**src/rtl/vec_seq_pkg.sv**
```systemverilog
package vec_seq_pkg;

  localparam int OP_W = 3;

  typedef enum logic [OP_W-1:0] {
    OP_NOP  = 3'd0,
    OP_TSET = 3'd1,
    OP_LOOP = 3'd2,
    OP_ENDL = 3'd3,
    OP_JPAR = 3'd4,
    OP_JSER = 3'd5,
    OP_WAIT = 3'd6,
    OP_HALT = 3'd7
  } seqOp_e;

  typedef enum logic [1:0] {
    ST_IDLE,
    ST_RUN,
    ST_WAIT,
    ST_DONE
  } seqState_e;

  // strobes from control to datapath
  typedef struct packed {
    logic issue;  // present the current word's vector
    logic stop;   // withdraw the vector
  } seqStrobe_t;

endpackage

```
**src/rtl/vec_seq_lstack.sv**
```systemverilog
module vec_seq_lstack #(
  parameter int DEPTH  = 4,
  parameter int ADDR_W = 5,
  parameter int CNT_W  = 8
) (
  input  logic              clk,
  input  logic              rstN,
  input  logic              clear,
  input  logic              push,
  input  logic              pop,
  input  logic              dec,
  input  logic [ADDR_W-1:0] pushStart,
  input  logic [CNT_W-1:0]  pushCnt,
  output logic [ADDR_W-1:0] topStart,
  output logic [CNT_W-1:0]  topCnt,
  output logic              empty,
  output logic              full
);

  localparam int DPT_W = $clog2(DEPTH + 1);

  logic [DPT_W-1:0]  depth;
  logic [ADDR_W-1:0] startArr [DEPTH];
  logic [CNT_W-1:0]  cntArr   [DEPTH];

  assign empty = (depth == '0);
  assign full  = (depth == DPT_W'(DEPTH));

  generate
    for (genvar i = 0; i < DEPTH; i++) begin : g_lvl
      logic [ADDR_W-1:0] startReg;
      logic [CNT_W-1:0]  cntReg;

      always_ff @(posedge clk or negedge rstN) begin
        if (!rstN) begin
          startReg <= '0;
          cntReg   <= '0;
        end else if (push && !full && depth == DPT_W'(i)) begin
          startReg <= pushStart;
          cntReg   <= pushCnt;
        end else if (dec && depth == DPT_W'(i + 1)) begin
          cntReg <= cntReg - 1'b1;
        end
      end

      assign startArr[i] = startReg;
      assign cntArr[i]   = cntReg;
    end
  endgenerate

  always_ff @(posedge clk or negedge rstN) begin
    if (!rstN) begin
      depth <= '0;
    end else if (clear) begin
      depth <= '0;
    end else if (push && !full) begin
      depth <= depth + 1'b1;
    end else if (pop && !empty) begin
      depth <= depth - 1'b1;
    end
  end

  always_comb begin
    topStart = '0;
    topCnt   = '0;
    for (int i = 0; i < DEPTH; i++) begin
      if (depth == DPT_W'(i + 1)) begin
        topStart = startArr[i];
        topCnt   = cntArr[i];
      end
    end
  end

endmodule

```
**src/rtl/vec_seq_dp.sv**
```systemverilog
module vec_seq_dp
  import vec_seq_pkg::*;
#(
  parameter int VEC_W  = 8,
  parameter int TSET_W = 2,
  parameter int OPND_W = 8,
  parameter int ADDR_W = 5,
  parameter int SER_W  = 8
) (
  input  logic                                clk,
  input  logic                                rstN,
  input  logic [ADDR_W-1:0]                   pc,
  input  seqStrobe_t                          stb,
  input  logic [TSET_W-1:0]                   tsetIn,
  input  logic                                hostWe,
  input  logic                                hostVecOnly,
  input  logic [ADDR_W-1:0]                   hostAddr,
  input  logic [OP_W+OPND_W+TSET_W+VEC_W-1:0] hostData,
  input  logic [VEC_W-1:0]                    capData,
  input  logic                                capBit,
  input  logic                                capValid,
  input  logic [VEC_W-1:0]                    parPat,
  input  logic [VEC_W-1:0]                    parMask,
  input  logic [SER_W-1:0]                    serPat,
  input  logic [SER_W-1:0]                    serMask,
  output logic [OP_W-1:0]                     curOp,
  output logic [OPND_W-1:0]                   curOpnd,
  output logic [TSET_W-1:0]                   curTset,
  output logic                                parHit,
  output logic                                serHit,
  output logic [VEC_W-1:0]                    vecOut,
  output logic [TSET_W-1:0]                   tsetOut,
  output logic                                vecValid
);

  localparam int TSET_LSB = VEC_W;
  localparam int OPND_LSB = TSET_LSB + TSET_W;
  localparam int OP_LSB   = OPND_LSB + OPND_W;
  localparam int WORD_W   = OP_LSB + OP_W;
  localparam int MEM_D    = 1 << ADDR_W;

  logic [WORD_W-1:0] patMem [MEM_D];
  logic [WORD_W-1:0] curWord;
  logic [SER_W-1:0]  serShift;

  // host port: full load or live vector patch
  always_ff @(posedge clk) begin
    if (hostWe) begin
      if (hostVecOnly) begin
        patMem[hostAddr][VEC_W-1:0] <= hostData[VEC_W-1:0];
      end else begin
        patMem[hostAddr] <= hostData;
      end
    end
  end

  assign curWord = patMem[pc];
  assign curOp   = curWord[OP_LSB +: OP_W];
  assign curOpnd = curWord[OPND_LSB +: OPND_W];
  assign curTset = curWord[TSET_LSB +: TSET_W];

  always_ff @(posedge clk or negedge rstN) begin
    if (!rstN) begin
      serShift <= '0;
    end else if (capValid) begin
      serShift <= {serShift[SER_W-2:0], capBit};
    end
  end

  assign parHit = (((capData ^ parPat) & parMask) == '0);
  assign serHit = (((serShift ^ serPat) & serMask) == '0);

  always_ff @(posedge clk or negedge rstN) begin
    if (!rstN) begin
      vecOut   <= '0;
      tsetOut  <= '0;
      vecValid <= 1'b0;
    end else if (stb.issue) begin
      vecOut   <= curWord[VEC_W-1:0];
      tsetOut  <= tsetIn;
      vecValid <= 1'b1;
    end else if (stb.stop) begin
      vecValid <= 1'b0;
    end
  end

endmodule

```
**src/rtl/vec_seq_ctrl.sv**
```systemverilog
module vec_seq_ctrl
  import vec_seq_pkg::*;
#(
  parameter int TSET_W     = 2,
  parameter int OPND_W     = 8,
  parameter int ADDR_W     = 5,
  parameter int LOOP_DEPTH = 4
) (
  input  logic              clk,
  input  logic              rstN,
  input  logic              start,
  input  logic              swTrig,
  input  logic [OP_W-1:0]   curOp,
  input  logic [OPND_W-1:0] curOpnd,
  input  logic [TSET_W-1:0] curTset,
  input  logic              parHit,
  input  logic              serHit,
  output logic [ADDR_W-1:0] pc,
  output seqStrobe_t        stb,
  output logic [TSET_W-1:0] tsetNext,
  output logic              waiting,
  output logic              halted,
  output logic              overflowErr
);

  seqState_e         state, stateN;
  seqOp_e            opc;
  logic [ADDR_W-1:0] pcN, target;
  logic [TSET_W-1:0] tsetReg;
  logic              errN;
  logic              sClr, sPush, sPop, sDec;
  logic [ADDR_W-1:0] topStart;
  logic [OPND_W-1:0] topCnt;
  logic              stEmpty, stFull;

  assign opc    = seqOp_e'(curOp);
  assign target = curOpnd[ADDR_W-1:0];

  vec_seq_lstack #(
    .DEPTH (LOOP_DEPTH),
    .ADDR_W(ADDR_W),
    .CNT_W (OPND_W)
  ) u_stack (
    .clk      (clk),
    .rstN     (rstN),
    .clear    (sClr),
    .push     (sPush),
    .pop      (sPop),
    .dec      (sDec),
    .pushStart(pc + 1'b1),
    .pushCnt  (curOpnd),
    .topStart (topStart),
    .topCnt   (topCnt),
    .empty    (stEmpty),
    .full     (stFull)
  );

  always_comb begin
    stateN   = state;
    pcN      = pc;
    tsetNext = tsetReg;
    errN     = overflowErr;
    stb      = '0;
    sClr     = 1'b0;
    sPush    = 1'b0;
    sPop     = 1'b0;
    sDec     = 1'b0;
    unique case (state)
      ST_IDLE, ST_DONE: begin
        if (start) begin
          stateN   = ST_RUN;
          pcN      = '0;
          tsetNext = '0;
          errN     = 1'b0;
          sClr     = 1'b1;
        end
      end
      ST_RUN: begin
        pcN       = pc + 1'b1;
        stb.issue = 1'b1;
        unique case (opc)
          OP_TSET: tsetNext = curTset;
          OP_LOOP: begin
            if (stFull) begin
              stb.issue = 1'b0;
              stb.stop  = 1'b1;
              errN      = 1'b1;
              stateN    = ST_DONE;
              pcN       = pc;
            end else begin
              sPush = 1'b1;
            end
          end
          OP_ENDL: begin
            if (!stEmpty) begin
              if (topCnt == '0) begin
                pcN = topStart;
              end else if (topCnt == OPND_W'(1)) begin
                sPop = 1'b1;
              end else begin
                sDec = 1'b1;
                pcN  = topStart;
              end
            end
          end
          OP_JPAR, OP_JSER: begin
            if ((opc == OP_JPAR) ? parHit : serHit) begin
              pcN  = target;
              sPop = !stEmpty;
            end
          end
          OP_WAIT: stateN = ST_WAIT;
          OP_HALT: begin
            stb.issue = 1'b0;
            stb.stop  = 1'b1;
            stateN    = ST_DONE;
            pcN       = pc;
          end
          default: ;
        endcase
      end
      ST_WAIT: begin
        if (swTrig) begin
          stateN = ST_RUN;
        end
      end
      default: stateN = ST_IDLE;
    endcase
  end

  always_ff @(posedge clk or negedge rstN) begin
    if (!rstN) begin
      state       <= ST_IDLE;
      pc          <= '0;
      tsetReg     <= '0;
      overflowErr <= 1'b0;
    end else begin
      state       <= stateN;
      pc          <= pcN;
      tsetReg     <= tsetNext;
      overflowErr <= errN;
    end
  end

  assign waiting = (state == ST_WAIT);
  assign halted  = (state == ST_DONE);

endmodule

```
**src/rtl/vec_seq.sv**
```systemverilog
module vec_seq
  import vec_seq_pkg::*;
#(
  parameter int VEC_W      = 8,
  parameter int TSET_W     = 2,
  parameter int OPND_W     = 8,
  parameter int ADDR_W     = 5,
  parameter int SER_W      = 8,
  parameter int LOOP_DEPTH = 4
) (
  input  logic                                clk,
  input  logic                                rstN,
  input  logic                                start,
  input  logic                                swTrig,
  input  logic                                hostWe,
  input  logic                                hostVecOnly,
  input  logic [ADDR_W-1:0]                   hostAddr,
  input  logic [OP_W+OPND_W+TSET_W+VEC_W-1:0] hostData,
  input  logic [VEC_W-1:0]                    capData,
  input  logic                                capBit,
  input  logic                                capValid,
  input  logic [VEC_W-1:0]                    parPat,
  input  logic [VEC_W-1:0]                    parMask,
  input  logic [SER_W-1:0]                    serPat,
  input  logic [SER_W-1:0]                    serMask,
  output logic [VEC_W-1:0]                    vecOut,
  output logic [TSET_W-1:0]                   tsetOut,
  output logic                                vecValid,
  output logic                                waiting,
  output logic                                halted,
  output logic                                overflowErr
);

  logic [ADDR_W-1:0] pc;
  seqStrobe_t        stb;
  logic [TSET_W-1:0] tsetNext;
  logic [OP_W-1:0]   curOp;
  logic [OPND_W-1:0] curOpnd;
  logic [TSET_W-1:0] curTset;
  logic              parHit, serHit;

  vec_seq_ctrl #(
    .TSET_W    (TSET_W),
    .OPND_W    (OPND_W),
    .ADDR_W    (ADDR_W),
    .LOOP_DEPTH(LOOP_DEPTH)
  ) u_ctrl (
    .clk        (clk),
    .rstN       (rstN),
    .start      (start),
    .swTrig     (swTrig),
    .curOp      (curOp),
    .curOpnd    (curOpnd),
    .curTset    (curTset),
    .parHit     (parHit),
    .serHit     (serHit),
    .pc         (pc),
    .stb        (stb),
    .tsetNext   (tsetNext),
    .waiting    (waiting),
    .halted     (halted),
    .overflowErr(overflowErr)
  );

  vec_seq_dp #(
    .VEC_W (VEC_W),
    .TSET_W(TSET_W),
    .OPND_W(OPND_W),
    .ADDR_W(ADDR_W),
    .SER_W (SER_W)
  ) u_dp (
    .clk        (clk),
    .rstN       (rstN),
    .pc         (pc),
    .stb        (stb),
    .tsetIn     (tsetNext),
    .hostWe     (hostWe),
    .hostVecOnly(hostVecOnly),
    .hostAddr   (hostAddr),
    .hostData   (hostData),
    .capData    (capData),
    .capBit     (capBit),
    .capValid   (capValid),
    .parPat     (parPat),
    .parMask    (parMask),
    .serPat     (serPat),
    .serMask    (serMask),
    .curOp      (curOp),
    .curOpnd    (curOpnd),
    .curTset    (curTset),
    .parHit     (parHit),
    .serHit     (serHit),
    .vecOut     (vecOut),
    .tsetOut    (tsetOut),
    .vecValid   (vecValid)
  );

endmodule

```
**config.mk**
```make
export PLATFORM = sky130hd
export DESIGN_NAME = vec_seq
export DESIGN_NICKNAME = d
export VERILOG_FILES = /design/src/rtl/vec_seq_pkg.sv /design/src/rtl/vec_seq_lstack.sv /design/src/rtl/vec_seq_dp.sv /design/src/rtl/vec_seq_ctrl.sv /design/src/rtl/vec_seq.sv
export SDC_FILE = /design/constraint.sdc
export NUM_CORES = 1
export LEC_CHECK = 0
export BUFFER_PORTS_ARGS = -buffer_cell sky130_fd_sc_hd__buf_2
export CAP_MARGIN = 20
export CORE_MARGIN = 2
export CORE_UTILIZATION = 25
export DETAILED_ROUTE_END_ITERATION = 12
export MAX_ROUTING_LAYER = met4
export PLACE_DENSITY = 0.44
export SYNTH_ARGS = -nofsm -noshare
export SYNTH_HDL_FRONTEND = slang
export SYNTH_SLANG_ARGS = --single-unit
```
**constraint.sdc**
```tcl
create_clock -name clk -period 4.2 [get_ports clk]
set_input_delay 0.63 -clock clk [delete_from_list [all_inputs] [get_ports clk]]
set_output_delay 0.63 -clock clk [all_outputs]
set_load 0.03 [all_outputs]
```
==> results.md <==
Die:
- For this design the top-level I/O count stands at 88.
- The floorplan step set the die width to 355.1 um.
- For this configuration, the core starts out at a cell density of 0.2526.
- The floorplan step defined a core boundary enclosing 122,000 um^2.
- The floorplan has 128 rows.
- The floorplan step defined a die boundary enclosing roughly 130,000 um^2.
- The height of the die is between 300 and 400 um.

Clock network:
- Clock tree synthesis selected as its root buffer the cell sky130_fd_sc_hd__clkbuf_16.
- TritonCTS built the clock tree.
- At the later pin of the worst-skew pair, clock insertion delay measures 650 ps.
- In this run, CTS created clock tree buffers numbering 84.
- The hold buffer count at cts is 0.
- The clock slew seen by the registers of the worst setup and hold paths is 60 ps.
- The clock drives 756 sinks.
- The number of cells upsized or downsized after cts is 0.
- The setup fix buffers added after clock tree synthesis is 0.
- The deepest level of the CTS H-tree is 3.
- The longest clock path from root to sink contains 3 buffers.

Final layout:
- The synthesis-to-finish area growth is 17.46%.
- The flip-flop and latch area is approximately 22,000 um^2.
- After the last flow step, the layout net total stands at between 1,500 and 2,000.
- The number of filler instances in the final layout is 11,950.
- In the final layout, the multi-input gates occupy roughly 8000 um^2.
- The fraction of final layout cells sized beyond drive strength 1 is 0.2868.

STA:
- Setup repair after global routing left no endpoint under its margin.
- The relative slew slack is 0.2882.
- Setup violations remaining at the end of the flow were counted as 0.
- The final clock period utilization by the worst path is 0.8621.
- The slew at the pin with the worst max-slew slack is 1068 ps.
- The maximum clock frequency is 276.2 MHz.
- The final sum of negative setup slack is 0 ps.
- The final count of hold timing violations is 0.
- The post-layout minimum cycle time is 3621 ps.
- The maximum clock skew at final layout is 21.24 ps.
- The count of pins over their slew limit is 0.

GRT:
- After global routing the overflow that remains totals 0.
- The number of global-route vias before repair was 16,460.
- For this run, the total global-route usage over all layers was measured as 0.1282.
- The pin count of the biggest net entering global routing is 68.
- The number of antenna violations at the first check in global routing is 8.
- The first global-routing pass estimated 114,400 um of wire.

Logic synthesis:
- Summed over all instances, the cell type with the most area after synthesis is sky130_fd_sc_hd__edfxtp_1.
- The main combinational cell family by area after synthesis is multiplexers.
- In this run, synthesis produced a sequential element count of ~760.
- Sorting the synthesized cells by how often they occur yields sky130_fd_sc_hd__edfxtp_1, sky130_fd_sc_hd__mux4_2, sky130_fd_sc_hd__nor2_1.
- The area fraction of the dominant cell type after synthesis is 0.6547.
- The synthesized netlist cell count is roughly 1,600.
- Synthesis produced a netlist with a net count of 1,674.
- Of the total synthesized cell area, the portion taken by XOR and XNOR cells is 0.01108.
- The post-synthesis async set-or-reset flop share is 0.1111.
- The synthesized netlist occupies a cell area of roughly 31,000 um^2.
- The share of the Yosys chip area taken by registers is 0.7229.
- Of the total synthesized cell area, the portion taken by AND, OR, NAND and NOR gates is 0.04413.
- The post-synthesis cell type count is between 60 and 70.
- The synthesized area divided by synthesized cell count is a little under 20 um^2.
- The number of enable flip-flop cells after synthesis is 672.
- Sorting the synthesized cells by area gives the leading types as sky130_fd_sc_hd__edfxtp_1, sky130_fd_sc_hd__mux4_2, sky130_fd_sc_hd__dfrtp_1.
- The most used flip-flop cell after synthesis is sky130_fd_sc_hd__edfxtp_1.
- The synthesis warning total is 0.
- In the post-synthesis netlist, the cell with the most instances is sky130_fd_sc_hd__edfxtp_1.
- After synthesis, the share of cell area in mux cells is 0.1694.
- The post-synthesis compound-gate area fraction came to 0.02947.
- Of the total synthesized cell area, the portion taken by full adders, half adders and majority gates is 0.005683.

Detailed routing:
- The count of nets left with antenna violations once routing finished came out at 0.
- The average wire per standard cell is 22.80 um.
- After detailed routing, the number of remaining DRC violations is 0.
- For this run, the detailed router's first-pass iteration total came to 5.
- The total vias in the final route is between 15,000 and 20,000.
- The total wirelength of the detailed-routed design is 78,620 um.
- Using the TritonRoute via totals, the vias-per-cell ratio works out to 4.520.
- For this block, the initial DRC count from the detailed router was 1,333.

Pwr:
- The proportion of total power due to net switching is 0.2943.
- Total power for the finished layout comes to approximately 21 mW.
- The switching component of the power is 6.211 mW.
- The fraction of power consumed by combinational cells is 0.238.
- For this design the ratio of total power to cell area is between 500 and 600 nW/um^2.
- IR analysis of the VDD net gives a maximum drop of 0.0002719 V.
- The sequential share of power is 0.422.
- The share of total power dissipated in the clock network is 0.340.
- The internal power summed over all cells is 14.89 mW.
- The leakage component of the power is 11.74 nW.

Placement:
- The placer's final routability congestion estimate is slightly below 0.8.
- The HPWL after detailed placement is 50,270 um.
- Buffers placed on the I/O ports in this run total 87.

Worst setup path:
- The reg-to-reg critical path startpoint is u_ctrl.pc[1].
- In this run the critical register-to-register path is captured at u_ctrl.u_stack.g_lvl[3].cntReg[7].
- The endpoint of the most critical setup path is u_ctrl.u_stack.g_lvl[3].cntReg[7].
- The category of the most critical setup path is reg -> reg.
- At the worst endpoint, the required time is 4720 ps.
- Along the worst path, the maximum fanout reaches 22.
- The data arrival time of the critical path is 4140 ps.
- The critical path capture point type is a flip-flop.
- The worst setup path is launched from a flip-flop.
- The worst-case register-to-register setup slack is 580 ps.
- Measured in cells, the most critical reg-to-reg path has a length of 8.
- In this run the worst setup path begins at u_ctrl.pc[1].

Run status:
- The flow ran to the end, and the final reports show no timing, DRC or antenna violations.

Hold path:
- The worst hold path belongs to the class in -> async.

Run:
- The tool flagged a number of max-cap violations equal to 0.
==> cell type report <==
| type | count | area share |
|---|---|---|
| Sequential cell | 756 | 0.6157 |
| Multi-Input combinational cell | 716 | 0.2216 |
| Clock buffer | 115 | 0.06238 |
| Tap cell | 1625 | 0.05616 |
| Timing Repair Buffer | 161 | 0.02882 |
| Clock inverter | 40 | 0.01179 |
| Inverter | 32 | 0.003318 |
| Antenna cell | 4 | 0.0002765 |
==> cell families after synthesis <==
logic type,after synthesis
AO/OA/AOI/OAI,129
XOR/XNOR,39
adder cells (fa/ha/maj),14
buffers and inverters,114
flip-flops,756
multiplexers,262
AND/OR/NAND/NOR,272
==> cell usage in the layout (no fill, tap or decap), drive strengths merged, types with 3 or more instances in the layout <==
cell type and count:
nand3 18, or4 12, nand4b 3, a21oi 23
clkinv 30, ha 14, and3 4, o221ai 3
a221oi 3, nand2 70, a22oi 14, o21ai 33
dfrtp 84, or3 5, and2 4, nand2b 3
buf 161, or2 6, mux2i 39, nor4 10
bufinv 6, xnor2 10, nand3b 13, a32oi 5
inv 35, clkbuf 115, a2111oi 3, nor3 14
or3b 7, o31a 8, o211ai 6, mux2 22
xor2 29, mux4 201, edfxtp 672, a31oi 3
diode 4, nor2 88, nand4 12, o22ai 14
==> per-layer routing <==
layer	vias up	wire length (um)	track usage	share of wire
met5	-	0	-	0
met4	0	1933	0.04068	0.025
met3	128	3383	0.02179	0.043
met2	328	40020	0.2144	0.51
met1	8310	33290	0.1582	0.42
li1	6824	-	-	-
==> power groups by stage <==
stage	Sequential [mW]	Clock, mW	Combinational, mW
after global routing	8.96	7.68	5.43
after global placement	9.05	0	5.08
after floorplan	8.97	0	3.40
final	8.91	7.18	5.01
after CTS	8.91	7.39	5.15
after detailed placement	9.06	0	5.14
==> critical path, cell delays in order (launching register included) <==
cell	delay (ps)
sky130_fd_sc_hd__dfrtp_4	640
sky130_fd_sc_hd__buf_4	290
sky130_fd_sc_hd__mux4_2	340
sky130_fd_sc_hd__o22ai_1	80
sky130_fd_sc_hd__or4_4	630
sky130_fd_sc_hd__or4_1	760
sky130_fd_sc_hd__or4_4	500
sky130_fd_sc_hd__o211ai_2	140
sky130_fd_sc_hd__o21ai_1	80
==> worst min path at each step <==
stage | startpoint | depth (start not counted) | endpoint | slack [ps]
2_1_floorplan | rstN | 0 | u_ctrl.overflowErr | 330
6_report | rstN | 1 | u_ctrl.u_stack.g_lvl[2].cntReg[5] | 110
4_1_cts | rstN | 1 | u_ctrl.u_stack.g_lvl[2].cntReg[0] | 120
3_5_place_dp | u_ctrl.u_stack.g_lvl[1].startReg[1] | 2 | u_ctrl.u_stack.g_lvl[1].startReg[1] | 460
3_3_place_gp | u_dp.vecOut[1] | 2 | u_dp.vecOut[1] | 460
5_1_grt | rstN | 1 | u_ctrl.u_stack.g_lvl[2].cntReg[5] | 160
==> sequential cells by signal, indices dropped and copies added, names as in the netlist <==
name and count:
u_ctrl.u_stack.g_lvl.cntReg 32, u_dp.patMem 672, u_ctrl.tsetReg 2, u_ctrl.pc 5, u_ctrl.overflowErr 1, u_ctrl.u_stack.depth 3, u_ctrl.state 2, u_dp.vecValid 1
u_dp.vecOut 8, u_dp.tsetOut 2, u_dp.serShift 8, u_ctrl.u_stack.g_lvl.startReg 20
==> through the flow <==
step	utilization	cell area (um^2)	setup WS (ps)	hold WS (ps)	cells
after detailed placement	0.2746	33510	585.4	463.1	3290
after CTS	0.2966	36190	559.2	116.7	3445
after global routing	0.2966	36200	365.3	160.6	3448
final	0.2967	36200	579.3	107.3	3449
after floorplan	-	30820	1031	334.4	1586
after global placement	0.2746	33510	601.9	464.6	3290
No activity file was read; power rests on OpenSTA's default activity.
